--- config.mk ---
export PLATFORM = sky130hd
export DESIGN_NAME = cmd_stream_decoder
export DESIGN_NICKNAME = d
export VERILOG_FILES = /design/src/rtl/cmdp_pkg.sv /design/src/rtl/cmdp_hdr_decode.sv /design/src/rtl/cmdp_mask_scan.sv /design/src/rtl/cmd_stream_decoder.sv
export SDC_FILE = /design/constraint.sdc
export NUM_CORES = 1
export LEC_CHECK = 0
export CORE_ASPECT_RATIO = 0.6
export CORE_MARGIN = 2
export CORE_UTILIZATION = 55
export CTS_BUF_LIST = sky130_fd_sc_hd__clkbuf_8
export CTS_CLUSTER_DIAMETER = 30
export DETAILED_ROUTE_END_ITERATION = 6
export HOLD_SLACK_MARGIN = 0.1
export PLACE_DENSITY = 0.84
export SLEW_MARGIN = 20
export SYNTH_ARGS = -nofsm -noshare
export SYNTH_HDL_FRONTEND = slang
export SYNTH_HIERARCHICAL = 1
export SYNTH_SLANG_ARGS = --single-unit
--- constraint.sdc ---
create_clock -name clk -period 4.3 [get_ports clk]
set_input_delay 0.86 -clock clk [delete_from_list [all_inputs] [get_ports clk]]
set_output_delay 0.86 -clock clk [all_outputs]
set_load 0.01 [all_outputs]
--- src/rtl/cmdp_pkg.sv ---
// cmdp_pkg: shared field positions and header mode encoding for the
// command stream decoder. Assumes 32-bit stream words.
package cmdp_pkg;
    localparam int MODE_LSB  = 14;   // mode field occupies bits 15:14
    localparam int FIELD_LSB = 16;   // count or mask field starts here

    typedef enum logic [1:0] {
        PK_HOLD  = 2'd0,
        PK_INCR  = 2'd1,
        PK_INDEX = 2'd2,
        PK_RSVD  = 2'd3
    } pkt_mode_e;

    typedef enum logic [1:0] {
        S_HDR = 2'd0,   // waiting for a header word
        S_RUN = 2'd1,   // hold or increment run in progress
        S_IDX = 2'd2    // indexed group in progress
    } dec_state_e;
endpackage

--- src/rtl/cmdp_hdr_decode.sv ---
// cmdp_hdr_decode: pure combinational split of a header word into its
// fields. Assumes TAG_W <= 14 and FIELD_LSB + max(CNT_W, MASK_W) <= WORD_W.
module cmdp_hdr_decode
    import cmdp_pkg::*;
#(
    parameter int WORD_W = 32,
    parameter int TAG_W  = 13,
    parameter int CNT_W  = 11,
    parameter int MASK_W = 16
) (
    input  logic [WORD_W-1:0] word_i,
    output pkt_mode_e         mode_o,
    output logic [TAG_W-1:0]  tag_o,
    output logic [TAG_W-1:0]  base_o,
    output logic [CNT_W-1:0]  cnt_m1_o,
    output logic [MASK_W-1:0] mask_o
);
    localparam int GRP_LSB = $clog2(MASK_W);

    // Field extraction; group base has the in-group index bits cleared.
    always_comb begin
        mode_o   = pkt_mode_e'(word_i[MODE_LSB +: 2]);
        tag_o    = word_i[TAG_W-1:0];
        base_o   = {word_i[TAG_W-1:GRP_LSB], {GRP_LSB{1'b0}}};
        cnt_m1_o = word_i[FIELD_LSB +: CNT_W];
        mask_o   = word_i[FIELD_LSB +: MASK_W];
    end
endmodule

--- src/rtl/cmdp_mask_scan.sv ---
// cmdp_mask_scan: finds the lowest set bit of a mask, returns its index
// and the mask with that bit removed. Assumes the caller only uses idx_o
// when the mask is non-zero.
module cmdp_mask_scan #(
    parameter int MASK_W = 16,
    parameter int IDX_W  = 4
) (
    input  logic [MASK_W-1:0] mask_i,
    output logic [IDX_W-1:0]  idx_o,
    output logic [MASK_W-1:0] rest_o,
    output logic              rest_any_o
);
    logic [MASK_W-1:0] lowest;
    logic [IDX_W-1:0]  bit_idx [MASK_W];

    // Isolate the lowest set bit with two's complement.
    always_comb lowest = mask_i & (~mask_i + MASK_W'(1));

    // One index term per mask position; zero unless that bit is lowest.
    for (genvar g = 0; g < MASK_W; g++) begin : g_term
        assign bit_idx[g] = lowest[g] ? IDX_W'(g) : '0;
    end

    // OR-combine the one-hot index terms and strip the consumed bit.
    always_comb begin
        idx_o = '0;
        for (int i = 0; i < MASK_W; i++) idx_o = idx_o | bit_idx[i];
        rest_o     = mask_i & ~lowest;
        rest_any_o = |rest_o;
    end
endmodule

--- src/rtl/cmd_stream_decoder.sv ---
// cmd_stream_decoder: turns a tagged command word stream into register
// writes. Data words pass straight through to the write port (no storage),
// so the input stalls exactly when the write port stalls. Headers take one
// cycle each. Assumes a 32-bit stream and MASK_W a power of two.
module cmd_stream_decoder
    import cmdp_pkg::*;
#(
    parameter int ADDR_W = 16,
    parameter int CNT_W  = 11,
    parameter int MASK_W = 16,
    parameter int WORD_W = 32
) (
    input  logic              clk,
    input  logic              rst_n,
    input  logic              in_valid_i,
    input  logic [WORD_W-1:0] in_word_i,
    output logic              in_ready_o,
    output logic              wr_valid_o,
    output logic [ADDR_W-1:0] wr_addr_o,
    output logic [WORD_W-1:0] wr_data_o,
    input  logic              wr_ready_i,
    output logic              err_o
);
    localparam int TAG_W = ADDR_W - 3;
    localparam int IDX_W = $clog2(MASK_W);

    dec_state_e        state_q;
    logic [TAG_W-1:0]  tag_q;
    logic [TAG_W-1:0]  base_q;
    logic [CNT_W-1:0]  rem_q;
    logic              incr_q;
    logic [MASK_W-1:0] mask_q;
    logic              err_q;

    pkt_mode_e         h_mode;
    logic [TAG_W-1:0]  h_tag;
    logic [TAG_W-1:0]  h_base;
    logic [CNT_W-1:0]  h_cnt;
    logic [MASK_W-1:0] h_mask;

    logic [IDX_W-1:0]  sc_idx;
    logic [MASK_W-1:0] sc_rest;
    logic              sc_rest_any;

    logic              hdr_fire;
    logic              data_fire;
    logic [TAG_W-1:0]  cur_tag;

    cmdp_hdr_decode #(
        .WORD_W (WORD_W),
        .TAG_W  (TAG_W),
        .CNT_W  (CNT_W),
        .MASK_W (MASK_W)
    ) hdr_i (
        .word_i   (in_word_i),
        .mode_o   (h_mode),
        .tag_o    (h_tag),
        .base_o   (h_base),
        .cnt_m1_o (h_cnt),
        .mask_o   (h_mask)
    );

    cmdp_mask_scan #(
        .MASK_W (MASK_W),
        .IDX_W  (IDX_W)
    ) scan_i (
        .mask_i     (mask_q),
        .idx_o      (sc_idx),
        .rest_o     (sc_rest),
        .rest_any_o (sc_rest_any)
    );

    // Port handshake and the tag of the data word now on the input.
    always_comb begin
        hdr_fire   = (state_q == S_HDR) && in_valid_i;
        data_fire  = (state_q != S_HDR) && in_valid_i && wr_ready_i;
        cur_tag    = (state_q == S_IDX) ? (base_q + TAG_W'(sc_idx)) : tag_q;
        in_ready_o = (state_q == S_HDR) || wr_ready_i;
        wr_valid_o = (state_q != S_HDR) && in_valid_i;
        wr_addr_o  = {cur_tag, 3'b000};
        wr_data_o  = in_word_i;
        err_o      = err_q;
    end

    // Packet sequencing: load on header, advance on each accepted data word.
    always_ff @(posedge clk) begin
        if (!rst_n) begin
            state_q <= S_HDR;
            tag_q   <= '0;
            base_q  <= '0;
            rem_q   <= '0;
            incr_q  <= 1'b0;
            mask_q  <= '0;
            err_q   <= 1'b0;
        end else if (hdr_fire) begin
            tag_q <= h_tag;
            case (h_mode)
                PK_HOLD: begin
                    rem_q   <= h_cnt;
                    incr_q  <= 1'b0;
                    state_q <= S_RUN;
                end
                PK_INCR: begin
                    rem_q   <= h_cnt;
                    incr_q  <= 1'b1;
                    state_q <= S_RUN;
                end
                PK_INDEX: begin
                    base_q  <= h_base;
                    mask_q  <= h_mask;
                    state_q <= (|h_mask) ? S_IDX : S_HDR;
                end
                default: begin
                    err_q   <= 1'b1;
                    rem_q   <= '0;
                    incr_q  <= 1'b0;
                    state_q <= S_RUN;
                end
            endcase
        end else if (data_fire) begin
            if (state_q == S_RUN) begin
                if (rem_q == '0) begin
                    state_q <= S_HDR;
                end else begin
                    rem_q <= rem_q - CNT_W'(1);
                    if (incr_q) tag_q <= tag_q + TAG_W'(1);
                end
            end else begin
                mask_q <= sc_rest;
                if (!sc_rest_any) state_q <= S_HDR;
            end
        end
    end

    AST_HOLD_ADDR: assert property (@(posedge clk) disable iff (!rst_n)
        (state_q == S_RUN && !incr_q && data_fire && rem_q != '0) |=> $stable(wr_addr_o));
    AST_INC_STEP: assert property (@(posedge clk) disable iff (!rst_n)
        (state_q == S_RUN && incr_q && data_fire && rem_q != '0) |=> (wr_addr_o == $past(wr_addr_o) + ADDR_W'(8)));
    AST_IDX_POP: assert property (@(posedge clk) disable iff (!rst_n)
        (state_q == S_IDX && data_fire) |=> ($countones(mask_q) == $countones($past(mask_q)) - 1));
    AST_IDX_ASCEND: assert property (@(posedge clk) disable iff (!rst_n)
        (state_q == S_IDX && data_fire && sc_rest_any) |=> (wr_addr_o > $past(wr_addr_o)));
    AST_ZERO_MASK: assert property (@(posedge clk) disable iff (!rst_n)
        (hdr_fire && h_mode == PK_INDEX && h_mask == '0) |=> (state_q == S_HDR));
    AST_ERR_STICKY: assert property (@(posedge clk) disable iff (!rst_n)
        err_o |=> err_o);
    AST_STALL_HOLD: assert property (@(posedge clk) disable iff (!rst_n)
        (wr_valid_o && !wr_ready_i) |-> !in_ready_o);
endmodule

Word level (Yosys, flattened, before mapping)
Cells that the tools add are included.
W data, S select, Z words.
Cells by class
  add/sub/neg operators: 4
  equality and inequality tests: 10
  multiplexer cells: 38
  bitwise operators: 20
  reduce and logical (&&, ||, !) cells: 22
Operator list (number)
  $mux W13: 6
  $mux W16: 4
  $or A4 B4 Y4: 14
  $mux W11: 4
  $and A16 B16 Y16: 2
  $mux W4: 8
  $not A16 Y16: 2
  $reduce_or A16 Y1: 2
  $pmux W11 S2: 1
  $mux W2: 9
  $add A16 B1 Y16 const B: 1
  $add A13 B1 Y13 const B: 1
  $add A13 B4 Y13: 1
  $mux W3: 4
  $logic_not A11 Y1: 1
  $sub A11 B1 Y11 const B: 1
  $reduce_and A4 Y1: 2
  $reduce_bool A2 Y1: 4
  $ne A2 B2 Y1 const B: 3
  $reduce_and A2 Y1: 3
  $reduce_and A3 Y1: 2
  $eq A2 B1 Y1 const B: 2
  $eq A2 B2 Y1 const B: 2
  $logic_not A2 Y1: 2
  other kinds (10): 13
Word-level totals
  bits in registers: 53
  input bits: 36
  output and inout bits: 51
  word-level logic and storage cells: 101

Depth between registers and ports, before layout
  word-level depth: 20
  gate-level depth with buffers: 14
  depth with buffers taken out: 13

By module
The synthesis kept the hierarchy.
By module, submodules not included
  cmd_stream_decoder: instances 1, cells each 486, area an instance 3628.5 µm², sequential area each 1141.1 µm²
  cmdp_mask_scan: instances 1, cells each 73, area an instance 462.9 µm², sequential area each 0.0 µm²
  cmdp_hdr_decode: instances 1, cells each 56, area an instance 416.6 µm², sequential area each 0.0 µm²

Worst setup path before layout
OpenSTA, ideal clock, no wires.
  path type: register -> output
  from: register mask_q[1]
  to: output wr_addr_o[15]
  data arrival time: 2.894 ns
  required time: 3.440 ns
  slack: 0.546 ns
  cell stages (with the launch flop): 14
  buffers on the path: 1
  cells stage by stage: dfxtp_1 > buf_2 > nor4_4 > nand4_4 > nor3_1 > nand2_1 > o32ai_1 > inv_1 > fa_1 > nor2b_1 > o21ai_0 > a211oi_1 > xnor2_1 > o21ai_0
On the way
  word-level cells in the longest chain between the ends: 20
  elaborated cells between the ends (all ways): 34
  those cells by class: add/sub (2); mux (16); bitwise (16)
RTL lines
  from (decl): line cmd_stream_decoder.sv:32  | logic [MASK_W-1:0] mask_q;
  from (signal assigned): line cmd_stream_decoder.sv:110  | mask_q <= h_mask;
  from (signal assigned): line cmd_stream_decoder.sv:129  | mask_q <= sc_rest;
  $not A16 Y16 *: line cmdp_mask_scan.sv:17  | always_comb lowest = mask_i & (~mask_i + MASK_W'(1));
  $add A16 B1 Y16 *: line cmdp_mask_scan.sv:17
  $and A16 B16 Y16 *: line cmdp_mask_scan.sv:17
  $mux W2: line cmdp_mask_scan.sv:21  | assign bit_idx[g] = lowest[g] ? IDX_W'(g) : '0;
  $or A4 B4 Y4 (13 in series): line cmdp_mask_scan.sv:27  | for (int i = 0; i < MASK_W; i++) idx_o = idx_o | bit_idx[i];
  $or A4 B4 Y4 *: line cmdp_mask_scan.sv:27
  named net sc_idx[1]: line cmd_stream_decoder.sv:41  | logic [IDX_W-1:0] sc_idx;
  $add A13 B4 Y13 *: line cmd_stream_decoder.sv:77  | cur_tag = (state_q == S_IDX) ? (base_q + TAG_W'(sc_idx)) : tag_q;
  $mux W13 *: line cmd_stream_decoder.sv:77
  to (decl): line cmd_stream_decoder.sv:19  | output logic [ADDR_W-1:0] wr_addr_o,
The timed path passes the listed nets; every way through them passes the cells marked *.

Worst setup path in the final report
  from: register mask_q[0]
  to: output wr_addr_o[11]
On the way
  word-level cells in the longest chain between the ends: 20
  elaborated cells between the ends (all ways): 34
  those cells by class: add/sub (2); mux (16); bitwise (16)
RTL lines (line)
  $not A16 Y16 *: cmdp_mask_scan.sv:17
  $add A16 B1 Y16 *: cmdp_mask_scan.sv:17
  $and A16 B16 Y16 *: cmdp_mask_scan.sv:17
  $mux W1: cmdp_mask_scan.sv:21
  $or A4 B4 Y4 (13 in series): cmdp_mask_scan.sv:27
  $or A4 B4 Y4 *: cmdp_mask_scan.sv:27
  named net sc_idx[0]: cmd_stream_decoder.sv:41
  $add A13 B4 Y13 *: cmd_stream_decoder.sv:77
  $mux W13 *: cmd_stream_decoder.sv:77
Marks and branches as above.

==> flow_metrics.py <==
metrics = {
    "setup_path": {
        "worst_setup_path_start_kind": "register",
        "slowest_stage": "fa_1",
        "path_class": "register to output port",
        "critPathMaxFanout": 5,
        "reg2reg_depth": 10,
        "arrival_ns": 3.36,
        "crit_path_end": "wr_addr_o[11]",
        "path_cells": "nor4_4 -> buf_4 -> nand4_4 -> o311ai_4 -> ha_2 -> inv_1 -> fa_1 -> nor2b_1 -> o21ai_2 -> a21boi_2 -> xnor2_1 -> o21ai_1 -> dlygate4sd2_1",
        "critPathCaptureType": "output port",
        "worst_ep_required_time_ns": 3.44,
        "reg2reg_from": "mask_q[2]",
        "cp_top_family": "compound AO/OA/AOI/OAI gates",
        "cpPeakStageDelay_ns": 0.40,
        "r2r_slack_ns": 1.67,
        "path_buf_inv": 3,
        "cp-startpoint": "mask_q[0]",
        "cp_num_cells": 13,
        "reg2reg_to": "state_q[0]",
    },
    "synthesis": {
        "ys.flop_type": "dfxtp_1",
        "synthArstFlopShare_pct": 0,
        "ys_warn_count": 6,
        "syn_inst": 615,
        "avgSynthCellArea_um2": 7.33,
        "ys_seq_elements": 57,
        "seq_area_frac_synth_pct": 25.3,
        "synth.distinct_cells": 69,
        "syn_area_um2": 4510,
        "synth_edf_count": 0,
    },
    "floorplan": {
        "core_um2": 7910,
        "rows": 25,
        "io_pins": 87,
        "dieWidth_um": 121,
        "die_area_um2": 8960,
        "start_util_pct": 57.0,
        "die_h_um": 74.1,
    },
    "pwr": {
        "leakage_uw": 0.00185,
        "peakVddDrop_mv": 0.176,
        "power_density_nw_per_um2": 358,
    },
    "route": {
        "drt-total-wl_um": 13000,
        "vias": 4412,
        "m1WireLength_um": 6100,
        "met2_length_um": 5460,
        "wire_per_inst_um": 18.0,
        "met3_length_um": 1250,
        "dr.pass1.iters": 5,
        "vias_per_cell": 6.11,
        "drt_iter0_markers": 581,
        "drcViolationCount": 0,
        "top_layer": "met4",
        "ant_nets": 0,
    },
    "timing": {
        "tightest_slew_ns": 0.870,
        "rsz0062_at_grt": "yes",
        "hold_viol_final": 0,
        "fin_crit_sh_pct": 98.2,
        "layout_setup_ws_ns": 0.0753,
        "finalClockSkew_ns": 0.00497,
        "tns_ns": 0,
        "clock.fmax_ghz": 0.237,
        "finalCriticalPeriod_ns": 4.22,
        "slew_viol_final": 0,
        "slew_headroom_pct": 42.0,
        "setup_viol": 0,
    },
    "placement": {
        "io_buffers": 81,
        "hpwl_um": 9260,
        "dp_cells": 705,
        "dp_slack_ns": -0.0756,
        "gp_congestion": 0.945,
    },
    "final_layout": {
        "layout_commonest_cell": "nand2_1",
        "diodes": 0,
        "layout_common_cells": "105 x nand2_1, 71 x clkdlybuf4s50_1, 57 x dfxtp_1",
        "fin_nets": 655,
        "syn2layout_area_growth_pct": 11.9,
        "drive_gt1_share_pct": 11.1,
        "layout.cells.non_filler": 722,
        "utilization_pct": 63.8,
    },
    "clock_network": {
        "cts_hold_buffers": 0,
        "cts_tree": "done",
        "cts.sinks": 57,
        "clk_pin_slew_ns": 0.07,
        "insertion_delay_ns": 0.35,
        "clock_tree.htree_level_count": 3,
        "cts-buffers-inserted": 9,
        "clock_tree.buffer_depth": 2,
        "root_buffer": "clkbuf_8",
    },
    "global_route": {
        "grt_pass1_wl_um": 20100,
        "grt.overflow.total": 0,
        "grt_max_degree": 41,
        "antenna_found_initial": 0,
        "grt_pass1_vias": 3860,
        "grt.total_usage_pct": 29.0,
    },
    "hold_path": {
        "min_path_type": "register to register",
    },
    "run": {
        "drv_cap": 0,
    },
    "status": {
        "status": "finished, final reports clean",
    },
}
==> sequential cells by signal, indices dropped and copies added (netlist names) <==
register and cells:
tag_q 13, incr_q 1, err_o 1, base_q 13
state_q 2, rem_q 11, mask_q 16
==> synthesized netlist by cell type (all sizes together), types with 7 or more instances <==
library cell    n  area share, %
nand2         105            8.7
buf           100             17
dfxtp          57             25
nor2           49            4.1
a21oi          37            4.2
o21ai          31            3.9
clkbuf         25            2.1
a311oi         19            3.7
inv            14            1.2
nand3          13            1.4
nor3           13            1.6
nor4           11            1.9
nand4           8            1.4
xnor2           8            1.6
ha              7            1.9
==> final cells by class <==
| class | count | area (um2) |
|---|---|---|
| Tap cell | 108 | 135 |
| Inverter | 15 | 56.3 |
| Fill cell | 674 | 2870 |
| Timing Repair Buffer | 105 | 996 |
| Clock inverter | 3 | 11.3 |
| Clock buffer | 11 | 151 |
| Multi-Input combinational cell | 423 | 2550 |
| Sequential cell | 57 | 1140 |
==> how the worst min path moves through the flow <==
stage                     from         end  slack [ns]  depth (start not counted)
floorplan           base_q[11]  base_q[11]        0.44                          2
global placement    base_q[11]  base_q[11]        0.44                          2
detailed placement  base_q[11]  base_q[11]        0.46                          2
CTS                 base_q[11]  base_q[11]        0.47                          2
global route        base_q[12]  base_q[12]        0.50                          2
finish              base_q[11]  base_q[11]        0.47                          2
==> through the flow <==
step                      area, um2  hold WS [ns]  power, uW
after floorplan                4530         0.436       1150
after detailed placement       4790         0.457       1330
after global routing           5050         0.500       1900
final                          5050         0.470       1810
after CTS                      4960         0.466       1770
after global placement         4790         0.445       1310
==> tightest hold or removal path, delay by kind of cell, from the launching register on <==
kind	cells	cell delay [ns]
DFF	1	0.31
and+or+nand+nor	1	0.05
AOI/OAI and AO/OA	1	0.06
==> metal layers <==
layer	GRT usage, %	up-vias
met5	0	-
li1	-	2072
met2	41.6	228
met4	8.27	0
met3	8.05	17
met1	42.4	2095
==> power breakdown <==
part	total (uW)	switching [uW]	internal [uW]
registers	645	67.4	577
clock network	443	215	228
logic	721	408	312
total	1810	691	1120
==> timing repair <==
| action | CTS | global route |
|---|---|---|
| setup buffers | 0 | 3 |
| setup endpoints to repair | 9 | 11 |
| pin swaps | 3 | 5 |
| resized for setup | 16 | 20 |
==> logic make-up after synthesis <==
| family | after synthesis | share of synthesized area [%] |
|---|---|---|
| xor gates and xnor gates | 13 | 2.53 |
| DFF | 57 | 25.3 |
| other | 3 | 0.250 |
| adders and majority gates | 9 | 2.61 |
| and+or+nand+nor | 238 | 25.4 |
| buffers and inverters | 140 | 20.0 |
| AOI/OAI and AO/OA | 153 | 23.4 |
| muxes | 2 | 0.500 |
(Power assumes the default switching activity.)
